<file path="src/rtl/snd_fifo_pkg.sv">
package snd_fifo_pkg;

  localparam logic [2:0] ADR_CTRL  = 3'd0;
  localparam logic [2:0] ADR_TXD   = 3'd1;
  localparam logic [2:0] ADR_RXD   = 3'd2;
  localparam logic [2:0] ADR_STAT  = 3'd3;
  localparam logic [2:0] ADR_IEN   = 3'd4;
  localparam logic [2:0] ADR_ISTAT = 3'd5;

  typedef enum logic [1:0] {
    TRIG_LOW  = 2'd0,
    TRIG_HALF = 2'd1,
    TRIG_HIGH = 2'd2,
    TRIG_OFF  = 2'd3
  } trig_e;

  typedef struct packed {
    logic half;
    logic afull;
    logic aempty;
    logic full;
    logic empty;
  } lvl_t;

  function automatic lvl_t lvl_calc(int cnt, int depth, int ae, int hf, int af);
    lvl_t l;
    l.empty  = (cnt == 0);
    l.full   = (cnt >= depth);
    l.aempty = (cnt <= ae);
    l.half   = (cnt >= hf);
    l.afull  = (cnt >= af);
    return l;
  endfunction

  function automatic logic trig_hit(lvl_t l, trig_e sel);
    case (sel)
      TRIG_LOW:  return l.aempty;
      TRIG_HALF: return l.half;
      TRIG_HIGH: return l.afull;
      default:   return 1'b0;
    endcase
  endfunction

  function automatic logic [9:0] status_word(lvl_t rx, lvl_t tx);
    return {tx.half, rx.half, tx.afull, tx.aempty, rx.afull, rx.aempty,
            tx.full, tx.empty, rx.full, rx.empty};
  endfunction

endpackage

</file>
<file path="src/rtl/snd_sample_fifo.sv">
module snd_sample_fifo #(
  parameter int DW    = 16,
  parameter int DEPTH = 16
) (
  input  logic                         clk,
  input  logic                         rst_n,
  input  logic                         flush,
  input  logic                         push,
  input  logic [DW-1:0]                din,
  input  logic                         pop,
  output logic [DW-1:0]                dout,
  output logic [$clog2(DEPTH+1)-1:0]   count,
  output logic                         push_drop
);
  localparam int PW = (DEPTH > 1) ? $clog2(DEPTH) : 1;
  localparam int CW = $clog2(DEPTH + 1);
  localparam logic [CW-1:0] FULL_CNT = CW'(DEPTH);
  localparam logic [PW-1:0] LAST_PTR = PW'(DEPTH - 1);

  logic [DW-1:0] mem [DEPTH];
  logic [PW-1:0] wptr, rptr;
  logic          pop_ok, push_ok;

  assign pop_ok    = pop && (count != '0) && !flush;
  assign push_ok   = push && ((count != FULL_CNT) || pop_ok) && !flush;
  assign push_drop = push && !push_ok && !flush;
  assign dout      = mem[rptr];

  function automatic logic [PW-1:0] ptr_next(logic [PW-1:0] p);
    return (p == LAST_PTR) ? '0 : p + PW'(1);
  endfunction

  always_ff @(posedge clk) begin
    if (push_ok) mem[wptr] <= din;
  end

  always_ff @(posedge clk or negedge rst_n) begin
    if (!rst_n) begin
      wptr  <= '0;
      rptr  <= '0;
      count <= '0;
    end else if (flush) begin
      wptr  <= '0;
      rptr  <= '0;
      count <= '0;
    end else begin
      if (push_ok) wptr <= ptr_next(wptr);
      if (pop_ok)  rptr <= ptr_next(rptr);
      case ({push_ok, pop_ok})
        2'b10:   count <= count + CW'(1);
        2'b01:   count <= count - CW'(1);
        default: count <= count;
      endcase
    end
  end
endmodule

</file>
<file path="src/rtl/snd_level_flags.sv">
module snd_level_flags
  import snd_fifo_pkg::*;
#(
  parameter int DEPTH  = 16,
  parameter int AE_LVL = 4,
  parameter int HF_LVL = 8,
  parameter int AF_LVL = 12
) (
  input  logic [$clog2(DEPTH+1)-1:0] count,
  input  logic [1:0]                 trig,
  output lvl_t                       lvl,
  output logic                       hit
);
  assign lvl = lvl_calc(int'(count), DEPTH, AE_LVL, HF_LVL, AF_LVL);
  assign hit = trig_hit(lvl, trig_e'(trig));
endmodule

</file>
<file path="src/rtl/snd_fifo_irq.sv">
module snd_fifo_irq
  import snd_fifo_pkg::*;
#(
  parameter int DW     = 16,
  parameter int DEPTH  = 16,
  parameter int AE_LVL = 4,
  parameter int HF_LVL = 8,
  parameter int AF_LVL = 12
) (
  input  logic          clk,
  input  logic          rst_n,
  input  logic          reg_wr,
  input  logic          reg_rd,
  input  logic [2:0]    reg_addr,
  input  logic [DW-1:0] reg_wdata,
  output logic [DW-1:0] reg_rdata,
  input  logic          tx_sample_req,
  output logic [DW-1:0] tx_sample,
  output logic          tx_sample_vld,
  input  logic          rx_sample_vld,
  input  logic [DW-1:0] rx_sample,
  output logic          irq
);
  localparam int CW = $clog2(DEPTH + 1);
  localparam int NQ = 2;          // queue 0 = receive, queue 1 = transmit

  // control state
  logic       lb_q;
  logic [1:0] tx_trig_q, rx_trig_q;
  logic [2:0] ien_q;
  logic       ovr_q;

  // named internal events
  logic          ctrl_wr, tx_flush, rx_flush_all, rx_flush_only, rx_flush;
  logic          tx_push, tx_pop, rx_push, rx_pop, rx_drop, tx_drop, lb_move;
  logic          ovr_w1c;
  logic [DW-1:0] tx_head, rx_head, rx_din;
  logic [CW-1:0] tx_cnt, rx_cnt;
  logic [CW-1:0] q_cnt  [NQ];
  logic [1:0]    q_trig [NQ];
  lvl_t          q_lvl  [NQ];
  logic          q_hit  [NQ];
  logic [2:0]    istat;

  assign ctrl_wr       = reg_wr && (reg_addr == ADR_CTRL);
  assign tx_flush      = ctrl_wr && reg_wdata[0];
  assign rx_flush_all  = ctrl_wr && reg_wdata[1];
  assign rx_flush_only = ctrl_wr && reg_wdata[2];
  assign rx_flush      = rx_flush_all || rx_flush_only;
  assign ovr_w1c       = reg_wr && (reg_addr == ADR_ISTAT) && reg_wdata[0];

  // loopback moves one sample per cycle regardless of serialiser requests
  assign lb_move = lb_q && (tx_cnt != '0);
  assign tx_push = reg_wr && (reg_addr == ADR_TXD);
  assign tx_pop  = lb_q ? lb_move : tx_sample_req;
  assign rx_push = lb_q ? lb_move : rx_sample_vld;
  assign rx_din  = lb_q ? tx_head : rx_sample;
  assign rx_pop  = reg_rd && (reg_addr == ADR_RXD);

  snd_sample_fifo #(.DW(DW), .DEPTH(DEPTH)) u_txq (
    .clk(clk), .rst_n(rst_n), .flush(tx_flush), .push(tx_push), .din(reg_wdata),
    .pop(tx_pop), .dout(tx_head), .count(tx_cnt), .push_drop(tx_drop)
  );

  snd_sample_fifo #(.DW(DW), .DEPTH(DEPTH)) u_rxq (
    .clk(clk), .rst_n(rst_n), .flush(rx_flush), .push(rx_push), .din(rx_din),
    .pop(rx_pop), .dout(rx_head), .count(rx_cnt), .push_drop(rx_drop)
  );

  assign q_cnt[0]  = rx_cnt;
  assign q_cnt[1]  = tx_cnt;
  assign q_trig[0] = rx_trig_q;
  assign q_trig[1] = tx_trig_q;

  for (genvar g = 0; g < NQ; g++) begin : g_lvl
    snd_level_flags #(
      .DEPTH(DEPTH), .AE_LVL(AE_LVL), .HF_LVL(HF_LVL), .AF_LVL(AF_LVL)
    ) u_flags (
      .count(q_cnt[g]), .trig(q_trig[g]), .lvl(q_lvl[g]), .hit(q_hit[g])
    );
  end

  // control register and sticky overrun
  always_ff @(posedge clk or negedge rst_n) begin
    if (!rst_n) begin
      lb_q      <= 1'b0;
      tx_trig_q <= 2'd0;
      rx_trig_q <= 2'd0;
      ien_q     <= 3'd0;
      ovr_q     <= 1'b0;
    end else begin
      if (ctrl_wr) begin
        lb_q      <= reg_wdata[3];
        tx_trig_q <= reg_wdata[5:4];
        rx_trig_q <= reg_wdata[7:6];
      end
      if (reg_wr && (reg_addr == ADR_IEN)) ien_q <= reg_wdata[2:0];
      if (rx_flush_all)  ovr_q <= 1'b0;
      else if (rx_drop)  ovr_q <= 1'b1;
      else if (ovr_w1c)  ovr_q <= 1'b0;
    end
  end

  assign istat = {q_hit[1], q_hit[0], ovr_q};
  assign irq   = |(istat & ien_q);

  assign tx_sample     = tx_head;
  assign tx_sample_vld = !lb_q && (tx_cnt != '0);

  always_comb begin
    reg_rdata = '0;
    case (reg_addr)
      ADR_CTRL:  reg_rdata[7:0] = {rx_trig_q, tx_trig_q, lb_q, 3'b000};
      ADR_RXD:   reg_rdata      = (rx_cnt != '0) ? rx_head : '0;
      ADR_STAT:  reg_rdata[9:0] = status_word(q_lvl[0], q_lvl[1]);
      ADR_IEN:   reg_rdata[2:0] = ien_q;
      ADR_ISTAT: reg_rdata[2:0] = istat;
      default:   reg_rdata      = '0;
    endcase
  end

  logic unused_bits;
  assign unused_bits = ^{reg_wdata[DW-1:8], tx_drop};
endmodule

</file>
<file path="config.mk">
export PLATFORM = sky130hd
export DESIGN_NAME = snd_fifo_irq
export DESIGN_NICKNAME = d
export VERILOG_FILES = /design/src/rtl/snd_fifo_pkg.sv /design/src/rtl/snd_sample_fifo.sv /design/src/rtl/snd_level_flags.sv /design/src/rtl/snd_fifo_irq.sv
export SDC_FILE = /design/constraint.sdc
export NUM_CORES = 1
export LEC_CHECK = 0
export BUFFER_PORTS_ARGS = -buffer_cell sky130_fd_sc_hd__buf_4
export CORE_MARGIN = 2
export CORE_UTILIZATION = 56
export CTS_CLUSTER_SIZE = 12
export DETAILED_ROUTE_END_ITERATION = 8
export PLACE_DENSITY_LB_ADDON = 0.15
export SLEW_MARGIN = 10
export SYNTH_ARGS = -nofsm -noshare
export SYNTH_HDL_FRONTEND = slang
export SYNTH_SLANG_ARGS = --single-unit
</file>
<file path="constraint.sdc">
create_clock -name clk -period 3.3 [get_ports clk]
set_input_delay 0.33 -clock clk [delete_from_list [all_inputs] [get_ports clk]]
set_output_delay 0.33 -clock clk [all_outputs]
set_load 0.01 [all_outputs]
</file>
# After elaboration in Yosys (flattened, before gate mapping)
# Memories as Yosys holds them, arrays and structs flattened.
# Index checks and enable logic that the tools add are counted.
# word_totals
regBits,35
mem_bits_rw,512
in_bits,41
out_inout_bits,34
wordCells,125
memories,2
# memory_table
name,depth,width,read_ports,rd_ports_with_merged_regs,wr,line_no,rtl
u_rxq.mem,16,16,1,0,1,snd_sample_fifo.sv:20,logic [DW-1:0] mem [DEPTH];
u_txq.mem,16,16,1,0,1,snd_sample_fifo.sv:20,
# classes
n_addsub,8
order_cmp,8
n_eq_ne,19
n_mux,33
bitwise_logic,1
reduce_logical,43
# ops
operator,count
2-to-1 mux 4 bit,12
2-to-1 mux 16 bit,2
logical AND 1 bit,21
>= comparator 5 x 4 -> 1 bit (second input constant),4
one-hot mux 5 bit (2 select lines),2
adder 4 x 1 -> 4 bit (second input constant),4
== test 4 bit (second input constant),4
one-hot mux 5 bit (3 select lines),1
one-hot mux 3 bit (4 select lines),1
adder 5 x 1 -> 5 bit (second input constant),2
>= comparator 5 bit (second input constant),2
<= comparator 5 x 3 -> 1 bit (second input constant),2
zero test 5 bit,2
2-to-1 mux 5 bit,2
inequality test 5 bit (second input constant),2
nonzero test 5 bit,2
subtractor 5 x 1 -> 5 bit (second input constant),2
2-to-1 mux 1 bit,9
nonzero test 3 bit,3
== test 2 x 1 -> 1 bit (second input constant),4
== test 2 bit (second input constant),4
nonzero test 2 bit,4
== test 3 x 2 -> 1 bit (second input constant),2
== test 3 bit (second input constant),2
other kinds (10),17

# Depth between registers and ports, before layout
# Gate-level depths: netlist of the first run.
# logic_depth
ltp_word,14
ltp_mapped,14
ltp_nobuf,11

# By module
# Synthesis of the first run repeated with hierarchy kept, for this count alone.
# hier_totals
hier_cells,1328
hier_area_um2,22726.8
# by_module_without_submodules
module,instances,cells_each,area_each_um2,seq_area_each_um2
snd_sample_fifo (u_txq),1,599,10789.1,8012.7
snd_sample_fifo (u_rxq),1,599,10785.3,8012.7
snd_fifo_irq,1,106,979.7,225.2
snd_level_flags,2,12,86.3,0.0

# Worst setup path after synthesis of the first run
# Ideal clock, no wire load.
# synth_path
path_kind,flip-flop to flip-flop
start,register lb_q
end,"memory u_txq.mem[1][0], enable pin"
setup_ps,436
arrival_time_ps,3156
t_required_ps,2864
setup_slack_ps,-292
path_stages_with_launch,7
n_path_buf,1
synth_period_minus_slack_ps,3592
path_cell_list,dfrtp_1 > clkbuf_1 > nor2_1 > a21oi_2 > a21bo_2 > nand2_1 > nor4b_1
# synth_between
elab_chain_cells,9
# synth_rtl
element,line_no,rtl
"start, declared",snd_fifo_irq.sv:28,logic lb_q;
"start signal, assigned",snd_fifo_irq.sv:93,lb_q <= reg_wdata[3];
logical AND 1 bit,snd_fifo_irq.sv:53,assign lb_move = lb_q && (tx_cnt != '0);
2-to-1 mux 1 bit (*),snd_fifo_irq.sv:55,assign tx_pop = lb_q ? lb_move : tx_sample_req;
logical AND 1 bit (*) (2 in series),snd_sample_fifo.sv:24,assign pop_ok = pop && (count != '0) && !flush;
logical OR 1 bit (*),snd_sample_fifo.sv:25,assign push_ok = push && ((count != FULL_CNT) || pop_ok) && !flush;
logical AND 1 bit (*) (2 in series),snd_sample_fifo.sv:25,
2-to-1 mux 1 bit (*),snd_sample_fifo.sv:34,if (push_ok) mem[wptr] <= din;
2-to-1 mux 1 bit (not written as such) (*),snd_sample_fifo.sv:34,
"end, declared",snd_sample_fifo.sv:20,
# Mark *: on every way between the ends. The rest lies on a longest branch, timed or not.

# Final worst setup path of the first run
# layout_path
start,register u_rxq.rptr[0]
end,output reg_rdata[7]
# layout_between
elab_chain_cells,3
# layout_rtl
element,line_no,rtl
"start, declared",snd_sample_fifo.sv:21,"logic [PW-1:0] wptr, rptr;"
"start signal, assigned",snd_sample_fifo.sv:48,if (pop_ok) rptr <= ptr_next(rptr);
memory (16 x 16 bit),n/a,
2-to-1 mux 16 bit,snd_fifo_irq.sv:114,ADR_RXD: reg_rdata = (rx_cnt != '0) ? rx_head : '0;
one-hot mux 5 bit (3 select lines),snd_fifo_irq.sv:112,case (reg_addr)
"end, declared",snd_fifo_irq.sv:16,"output logic [DW-1:0] reg_rdata,"
# Every way passes these cells.

==> results of run 1 <==
==> power groups by stage <==
stage,sequential (mW),clock [mW],combinational (mW)
global route,9.18,6.01,7.24
floorplan,9.01,0,4.37
detailed placement,9.36,0,6.49
CTS,9.13,5.78,6.75
finish,9.12,5.69,6.75
global placement,9.32,0,6.41
==> Yosys cell counts (all sizes together) (4+ instances only) <==
library cell,instances,area share (%)
or3,5,0.16
a31oi,18,0.50
and2,12,0.35
nand3,13,0.29
a221oi,35,1.4
o31ai,4,0.16
mux4,112,11
nor4b,6,0.33
a21oi,20,0.48
nor3,13,0.34
o22ai,4,0.11
mux2,9,0.45
inv,17,0.29
and4,4,0.16
mux2i,70,3.1
and3,18,0.50
clkbuf,34,0.57
a22oi,17,0.57
o21ai,37,0.83
nor2b,11,0.31
xnor2,5,0.20
buf,28,0.78
ha,15,0.84
nand2,40,0.67
a211oi,4,0.21
edfxtp,512,69
nor2,34,0.58
clkinv,7,0.12
a21boi,4,0.15
dfrtp,35,3.9
nand2b,4,0.11
==> worst max-delay path: stages, from the launching register on <==
cell	delay, ps
dfrtp_4	450
buf_12	150
buf_12	210
mux4_2	530
mux4_2	510
clkinv_1	70
o221ai_1	130
buf_4	180
==> per-stage QoR <==
stage / util (%) / setup WS, ps / total power, mW / setup TNS [ps]
6_report: 64.9 / 134 / 21.6 / 0
5_1_grt: 64.9 / 0.330 / 22.4 / 0
4_1_cts: 64.8 / 69.3 / 21.7 / 0
3_5_place_dp: 60.5 / 324 / 15.9 / 0
3_3_place_gp: 60.5 / 375 / 15.7 / 0
2_1_floorplan: - / -277 / 13.4 / -13300
==> final cells by class <==
type                    count  share of cell area (%)
multi-input cells         553                    22.6
flip-flops and latches    547                    63.3
well taps                 525                    2.56
clock buffers              77                    5.84
clock inverters            16                   0.419
inverters                  24                   0.351
repair buffers            146                    4.87
==> flip-flops by register name (all words and copies together), names as in the netlist <==
name and flops:
lb_q 1, u_txq.count 5, ovr_q 1, u_rxq.wptr 4
u_txq.rptr 4, u_txq.mem 256, u_rxq.mem 256, rx_trig_q 2
u_rxq.rptr 4, u_txq.wptr 4, tx_trig_q 2, ien_q 3
u_rxq.count 5
==> final timing paths <==
kind,cells after the start,slack (ps),end
max,7,130,reg_rdata[7]
min,1,30,u_txq.mem[10][15]
max reg2reg,8,290,u_rxq.count[2]
min reg2reg,1,580,ien_q[1]
max in group asynchronous,2,2700,u_rxq.rptr[0]
min in group asynchronous,2,220,u_rxq.count[4]
==> layer usage <==
layer  vias to the layer above  routed length [um]  GRT usage, %
li1                       5171                   -             -
met1                      6165               20000          33.3
met2                       404               26400          43.4
met3                        79                2890          3.95
met4                         0                1170          7.01
met5                         -                   0             0
==> cell families after synthesis <==
logic type      count (synthesis)  synth area share [%]
simple gates                  170                  4.18
fa+ha+maj                      16                 0.928
buf+inv                        86                  1.75
flops                         547                  72.6
compound gates                169                  5.38
mux                           191                  14.9
xor+xnor                        7                 0.274
==> what timing repair did <==
item	4_1_cts	5_1_grt
setup buffers	6	0
endpoints found under the setup margin	16	0
gates resized for setup	1	0
hold buffers	1	0
endpoints found under the hold margin	35	0
==> impl_results.md, run 1 <==
- Crit path arrival time: 2840 ps
- Syn_nets: 1,243
- Total Routed Length: approximately 50,000 um
- Fillers: around 2,700
- Layout Skew: around 29 ps
- Status: finished clean
- YS warnings: 0
- Setup crit end kind: output pin
- Worst-Skew Late Latency: just over 600 ps
- Inst Count DP: between 1,500 and 2,000
- Seq pwr share: 42.3%
- Net switching power: around 6.6 mW
- Gr usage total: between 20% and 30%
- Syn Std Cell Area: approximately 22,000 um2
- VDD IR max: between 600 and 700 uV
- 1st-iter DRT viols: 1,006
- Leak Pwr: approximately 8.6 nW
- Chip Width: between 200 and 250 um
- Non-Filler Instances: between 1,500 and 2,000
- CP startpoint: u_rxq.rptr[0]
- Vias: approximately 12,000
- Max_slew headroom: a little under a quarter
- First-pass GRT wire length: about 75,000 um
- Most frequent cells in the layout: edfxtp_1, buf_4, mux4_2
- Combinational power share: between 30% and 40%
- Worst r2r src: u_txq.count[4]
- Die height: 204 um
- Commonest non-fill, non-tap cell in the layout: edfxtp_1
- Hold Crit Start: reg_wdata[15]
- Asr flop ratio synth: around 6.4%
- Syn Inst Count: roughly 1,200
- EDFF count, synth: ~500
- Max-slew violation count: 0
- Root buffer cell: clkbuf_16
- Bufs on Longest Clock Path: 3
- Initial Util: 56.6%
- Post-placement cell area: between 20,000 and 25,000 um2
- Post-route cell area: ~26,000 um2
- Netlist cell types: 74
- Sinks on Clock Net: ~550
- Worst-margin pin slew: around 1200 ps
- Post-DRT Antenna Nets: 0
- Internal power: about 15 mW
- Final Hold Vio Count: 0
- GPL Wtd Cong: just under 0.9
- Number of global-route vias before repair: between 10,000 and 15,000
- Via density: between 6 and 7
- WS Path Type: reg -> out
- Main flop type after synthesis: edfxtp_1
- Layout cell share with drive strength beyond 1: 26.6%
- # IOs: 75
- H-tree Lvls: 2
- Synth Area per Inst: roughly 19 um2
- Worst Hold Class: in -> reg
- Synthesized flop and latch total: approximately 550
- Startpoint Class: flop
- CP max FO: 20
- Input/output buffers: 74
- WL/cell: between 20 and 30 um
- # nets final: about 1,400
- Area grow syn2layout: 14.7%
- Grt ovf: 0
- Crit share post-route: a little over nine tenths
- DRC: 0
- Largest net degree at the start of global routing: 37
- F_max: 316 MHz
- Clock share of power: between 20% and 30%
- Switching Fraction: about 31%
- Unrepaired setup endpoints after global routing: false
- Period minus WS final: roughly 3200 ps
- Antenna diodes: 0
- CTS tree: built
- Register area share after synthesis: approximately 73%
- Detailed Routing Iterations Pass 1: 6
- CTS clk-pin slew, worst paths: roughly 60 ps
- Die area: 41,600 um2
- Setup Viol. Count Final: 0
- TritonCTS Buffers: 55
- Max Cap Violations: 0
- Worst hold slack: slightly below 30 ps
- Core Region: 39,500 um2
- # rows: 73
- Initial antenna violation count: 0
- Area of the multi-input gates: between 5000 and 6000 um2
- Power Density: between 800 and 900 nW/um2
- Worst EP required: 2970 ps
- Storage cell area: 16,300 um2
- HPWL Detailed: 30,300 um
No activity file was read; power rests on OpenSTA's default activity.
==> inputs of run 2 (changes only) <==
--- a/config.mk
+++ b/config.mk
@@ -6,11 +6,12 @@
 export NUM_CORES = 1
 export LEC_CHECK = 0
 export BUFFER_PORTS_ARGS = -buffer_cell sky130_fd_sc_hd__buf_4
-export CORE_MARGIN = 2
+export CORE_MARGIN = 3
 export CORE_UTILIZATION = 56
 export CTS_CLUSTER_SIZE = 12
 export DETAILED_ROUTE_END_ITERATION = 8
-export PLACE_DENSITY_LB_ADDON = 0.15
+export GPL_ROUTABILITY_DRIVEN = 0
+export PLACE_DENSITY_LB_ADDON = 0.25
 export SLEW_MARGIN = 10
 export SYNTH_ARGS = -nofsm -noshare
 export SYNTH_HDL_FRONTEND = slang
==> run 2 against run 1 <==
Against the previous run: final cell count is 0.16% lower; worst setup slack worse by 20 ps; hold slack better by 14 ps; clock-buffer cell count up 3; combinational power down 3%; sequential share of layout area up 0.20 points; die area up 2.0%; flip-flop and latch count did not move; maximum frequency fell by 0.64%; first-iteration DRC count grew 1.2%; critical endpoint is now reg_rdata[3].
==> impl_results.md, run 2 (synthesis results as in run 1) <==
- VDD IR max: 536 uV (-18%)
- Number of global-route vias before repair: 12,100 (+0.62%)
- Top flop regs: u_rxq.mem (256), u_txq.mem (256)
- Antenna diodes: 0 (unchanged)
- Input/output buffers: 74 (unchanged)
- # IOs: 75 (unchanged)
- # nets final: 1,393 (+0.65%)
- Layout cell share with drive strength beyond 1: 26.8% (+0.21 points)
- Worst setup margin: 114 ps (-20.3 ps)
- Largest net degree at the start of global routing: 36 (-2.7%)
- WS Path Type: reg -> out
- Leak Pwr: 8.64 nW (+0.11%)
- Initial Util: 57.2% (+0.65 points)
- Commonest non-fill, non-tap cell in the layout: edfxtp_1
- Layout Skew: 24.3 ps (-4.42 ps)
- Worst-margin pin slew: 1150 ps (-8.43 ps)
- Most frequent cells in the layout: edfxtp_1, buf_4, mux4_2
- Post-route cell area: 25,600 um2 (-0.33%)
- Critical Path, Cell by Cell: buf_4, mux4_2, mux4_2, nor2b_1, a221o_1, buf_4
- Vias: 11,900 (+0.71%)
- Die height: 206 um (+0.98%)
- Chip Width: 206 um (+0.98%)
- 1st-iter DRT viols: 1,018 (+1.2%)
- Worst Hold Class: in -> reg
- Grt ovf: 0 (unchanged)
- Core Region: 39,100 um2 (-1.1%)
- Setup crit end kind: output pin
- WL/cell: 26.1 um (-2.3%)
- Startpoint Class: flop
- CP max stage delay: 530 ps (about the same)
- F_max: 314 MHz (-0.64%)
- Crit share post-route: 96.6% (+0.61 points)
- Unrepaired setup endpoints after global routing: false
- Final core utilization: 65.5% (+0.53 points)
- Final Hold Vio Count: 0 (unchanged)
- CP max FO: 8 (-60%)
- Post-DRT Antenna Nets: 0 (unchanged)
- Setup tns final: 0 ps (unchanged)
- Die area: 42,400 um2 (+2.0%)
- Setup Viol. Count Final: 0 (unchanged)
- Area grow syn2layout: 14.4%
- DRC: 0 (unchanged)
- Worst EP required: 2970 ps (about the same)
- CTS tree: built
- Power Density: 831 nW/um2 (-0.98%)
- Root buffer cell: clkbuf_16
- CTS clk-pin slew, worst paths: 60 ps (about the same)
- CP max stage cell: mux4_2
- Gr usage total: 23.9% (-1.2 points)
- Total Routed Length: 49,200 um (-2.5%)
- Status: finished clean
- Detailed Routing Iterations Pass 1: 5 (-1)
- First-pass GRT wire length: 74,300 um (-1.4%)
- Period minus WS final: 3190 ps (+20.3 ps)
- HPWL Detailed: 30,300 um (-0.13%)
- Bufs on Longest Clock Path: 3 (unchanged)
- Sinks on Clock Net: 547 (unchanged)
- Post-placement cell area: 23,900 um2 (about the same)
- Crit path arrival time: 2860 ps (+20 ps)
- Max_slew headroom: 23.4% (+0.56 points)
- Via density: 6.31 (+0.87%)
- Worst-Skew Late Latency: 600 ps (about the same)
- Fillers: 2,636 (-1.5%)
- H-tree Lvls: 2 (unchanged)
- Place WS: 288 ps (-36.5 ps)
- Max Cap Violations: 0 (unchanged)
- # rows: 72 (-1.4%)
- Initial antenna violation count: 0 (unchanged)
- Max-slew violation count: 0 (unchanged)
- TritonCTS Buffers: 53 (-3.6%)
## run 2: cell count changes in the layout (fill, tap and decap cells not counted), moves of 4 or more
cell      change
buf_12        -7
a31oi_1       +4
clkbuf_1      +5
buf_4        +17
clkinv_1      -9
a31oi_2       -4
## run 2: critical path: cells and delay by family, from the launching register on
family,cells,cell delay (ps)
buffers and inverters,2,320
and+or+nand+nor,1,180
DFF,1,480
muxes,2,1020
AOI/OAI and AO/OA,1,280
## run 2: repair_timing
item                                    in CTS  in global routing
gates resized for setup                      2                  0
endpoints found under the setup margin      13                  6
setup buffers                                1                  8
hold buffers                                 1                  0
endpoints found under the hold margin       35                  0
## run 2: through the flow
stage          power [mW]  cells  hold WS [ps]
3_3_place_gp         15.6   1789           327
3_5_place_dp         15.7   1789           329
4_1_cts              21.3   1877          12.8
2_1_floorplan        13.4   1186          34.4
5_1_grt              22.2   1885          31.2
6_report             21.3   1885          42.6
## run 2: routing by layer
layer  global-route usage [%]  part of all wire, %  vias to the layer above
met1                     32.3                   40                     6173
met2                     39.9                   51                      448
met5                        0                    0                        -
li1                         -                    -                     5190
met4                     9.41                  3.3                        0
met3                     3.24                  5.7                       92
## run 2: power by group
group          leakage (nW)  switching [mW]  total, mW  internal (mW)
Combinational          2.86            3.61       6.56           2.95
Clock                 0.751            2.35       5.56           3.21
Sequential             5.03           0.467       9.15           8.68
Total                  8.64            6.43       21.3           14.8
## run 2: layout make-up
class                      count  area, um2  area share, %
clock inverter                 6       80.1          0.313
sequential                   547      16300           63.5
multi-input combinational    553       5780           22.6
inverter                      24       90.1          0.352
timing repair buffer         157       1250           4.88
tap                          518        648           2.53
clock buffer                  80       1480           5.78
## run 2: final timing paths
check / from / end / slack [ps] / cells past startpoint
max in group asynchronous: rst_n / u_rxq.rptr[0] / 2660 / 2
worst min-delay path: reg_wdata[9] / u_txq.mem[7][9] / 40 / 1
worst min register to register: u_rxq.wptr[0] / u_rxq.wptr[0] / 570 / 2
worst max register to register: u_txq.count[3] / u_rxq.count[2] / 330 / 8
min in group asynchronous: rst_n / ien_q[0] / 240 / 2
worst max-delay path: u_rxq.rptr[0] / reg_rdata[3] / 110 / 6
==> inputs of run 3 (changes only) <==
--- a/config.mk
+++ b/config.mk
@@ -7,7 +7,7 @@
 export LEC_CHECK = 0
 export BUFFER_PORTS_ARGS = -buffer_cell sky130_fd_sc_hd__buf_4
 export CORE_MARGIN = 3
-export CORE_UTILIZATION = 56
+export CORE_UTILIZATION = 62
 export CTS_CLUSTER_SIZE = 12
 export DETAILED_ROUTE_END_ITERATION = 8
 export GPL_ROUTABILITY_DRIVEN = 0
==> constraint.sdc (replaced) <==
create_clock -name clk -period 3.1 [get_ports clk]
set_input_delay 0.31 -clock clk [delete_from_list [all_inputs] [get_ports clk]]
set_output_delay 0.31 -clock clk [all_outputs]
set_load 0.01 [all_outputs]
==> run 3 against run 2 <==
Against the previous run: final area about the same; sequential power increased by 5.7%; core utilization increased by 7.6 points; clock-buffer cell count decreased by 2; combinational power increased by 12%; routed wire length increased by 3.1%; via count increased by 1.9%; die area decreased by 9.4%; critical path depth increased by 1; final cell count decreased by 3.6%; first-iteration DRC count increased by 21%; largest cell class unchanged; clock skew decreased by 10 ps.
==> impl_results.md, run 3 (synthesis results as in run 1) <==
- DRC: 0 (unchanged)
- Unrepaired setup endpoints after global routing: true
- Gr usage total: 26.8% (+3.0 points)
- First-pass GRT wire length: 76,500 um (+3.0%)
- Leak Pwr: 8.66 nW (+0.20%)
- Max Cap Violations: 0 (unchanged)
- Initial antenna violation count: 0 (unchanged)
- Crit share post-route: between 90% and 100%
- Total Routed Length: 50,700 um (+3.1%)
- Worst setup margin: 10.7 ps (-103 ps)
- Sinks on Clock Net: 547 (unchanged)
- Power Density: 895 nW/um2 (+7.7%)
- Max_slew headroom: 20.2% (-3.1 points)
- Worst-Skew Late Latency: 590 ps (about the same)
- TritonCTS Buffers: 54 (+1.9%)
- Critical Path, Cell by Cell: buf_12, buf_16, mux4_2, mux4_2, clkinv_1, o221ai_1, buf_4
- Via density: 6.68 (+5.7%)
- Number of global-route vias before repair: 12,500 (+3.3%)
- Largest net degree at the start of global routing: 50 (+39%)
- H-tree Lvls: 2 (unchanged)
- Die height: 196 um (-4.8%)
- CP max stage cell: mux4_2
- Layout Skew: 14.1 ps (-10.1 ps)
- # nets final: 1,384 (-0.65%)
- Antenna diodes: 0 (unchanged)
- 1st-iter DRT viols: 1,233 (+21%)
- Period minus WS final: about 3100 ps
- HPWL Detailed: 30,500 um (+0.73%)
- Post-placement cell area: 23,800 um2 (-0.55%)
- Detailed Routing Iterations Pass 1: 5 (unchanged)
- Vias: 12,100 (+1.9%)
- Bufs on Longest Clock Path: 3 (unchanged)
- Worst EP required: 2790 ps (-180 ps)
- Layout cell share with drive strength beyond 1: 27.2% (+0.39 points)
- Grt ovf: 0 (unchanged)
- Worst r2r src: lb_q
- Commonest non-fill, non-tap cell in the layout: edfxtp_1
- Status: finished clean
- Hold Crit Start: reg_wdata[10]
- Die area: 38,400 um2 (-9.4%)
- Place WS: 117 ps (-170 ps)
- Max-slew violation count: 0 (unchanged)
- Worst Hold Class: in -> reg
- CTS clk-pin slew, worst paths: 60 ps (about the same)
- Hold depth: 1 (unchanged)
- Top flop regs: u_rxq.mem (256), u_txq.mem (256)
- CP startpoint: u_rxq.rptr[0]
- Post-route cell area: 25,600 um2 (about the same)
- Most frequent cells in the layout: edfxtp_1, buf_4, mux4_2
- WL/cell: 27.9 um (+6.9%)
- CP max stage delay: 520 ps (about the same)
- Setup Viol. Count Final: 0 (unchanged)
- Post-DRT Antenna Nets: 0 (unchanged)
- Crit path arrival time: 2780 ps (-80 ps)
- Core Region: 35,100 um2 (-10%)
- Chip Width: 196 um (-4.8%)
- CTS tree: built
- Root buffer cell: clkbuf_16
- Worst-margin pin slew: 1200 ps (+46.8 ps)
- Setup crit end kind: output pin
- VDD IR max: 632 uV (+18%)
- Area grow syn2layout: 14.4% (about the same)
- WS Path Type: reg -> out
- F_max: roughly 320 MHz
- Input/output buffers: 74 (unchanged)
- Path depth of the worst reg2reg path: 5 (-3)
- Startpoint Class: flop
- Most frequent CP cell: mux4_2
- Initial Util: 63.8% (+6.6 points)
- # IOs: 75 (unchanged)
- Final Hold Vio Count: 0 (unchanged)
- CP max FO: 14 (+6)
- # rows: 68 (-5.6%)
[run 3: final cells by class]
class / count / area, um2
inverters: 24 / 93.8
well taps: 455 / 569
flip-flops and latches: 547 / 16300
clock buffers: 78 / 1460
multi-input cells: 553 / 5820
clock inverters: 13 / 100
fillers: 2009 / 9450
repair buffers: 147 / 1300
[run 3: stage by stage]
stage	total power [mW]	std cells	utilization [%]	TNS [ps]	hold WS [ps]
6_report	22.9	1817	73.1	0	20.1
5_1_grt	23.9	1817	73.1	-188	25.9
4_1_cts	22.8	1811	72.6	-41.4	3.30
3_3_place_gp	16.6	1714	67.9	0	306
3_5_place_dp	16.8	1714	67.9	0	310
2_1_floorplan	14.2	1186	-	-22900	14.4
[run 3: power breakdown]
part           switching, mW  internal [mW]  total (mW)  leakage [nW]
clock                   2.60           3.33        5.92         0.755
combinational           4.05           3.27        7.32          2.87
sequential             0.419           9.25        9.67          5.03
total                   7.07           15.9        22.9          8.66
[run 3: path summary, 6_finish.rpt]
kind / slack, ps / to
max: 10 / reg_rdata[7]
min: 20 / u_txq.mem[3][10]
max reg2reg: 200 / u_rxq.mem[15][1]
min reg2reg: 560 / ien_q[2]
max in group asynchronous: 2480 / u_txq.rptr[0]
min in group asynchronous: 230 / ien_q[0]
[run 3: what timing repair did]
action / 4_1_cts / 5_1_grt
hold endpoints to repair: 35 / 0
buffers inserted: 5 / 3
pin swaps: 0 / 1
resized for setup: 12 / 8
hold buffers: 1 / 0
endpoints found under the setup margin: 22 / 46
gates cloned: 0 / 3
[run 3: routing by layer]
| metal | track usage (%) | share of wire [%] | up-vias |
|---|---|---|---|
| met2 | 45.8 | 52 | 596 |
| met5 | 0 | 0 | - |
| met1 | 35.9 | 38 | 6240 |
| met3 | 4.10 | 6.8 | 118 |
| li1 | - | - | 5179 |
| met4 | 9.40 | 3.4 | 0 |
[run 3: critical path, delay by kind of cell (launching register included)]
| family | cells | cell delay [ps] |
|---|---|---|
| multiplexers | 2 | 1040 |
| buffers and inverters | 4 | 570 |
| flip-flops | 1 | 440 |
| AO/OA/AOI/OAI | 1 | 130 |
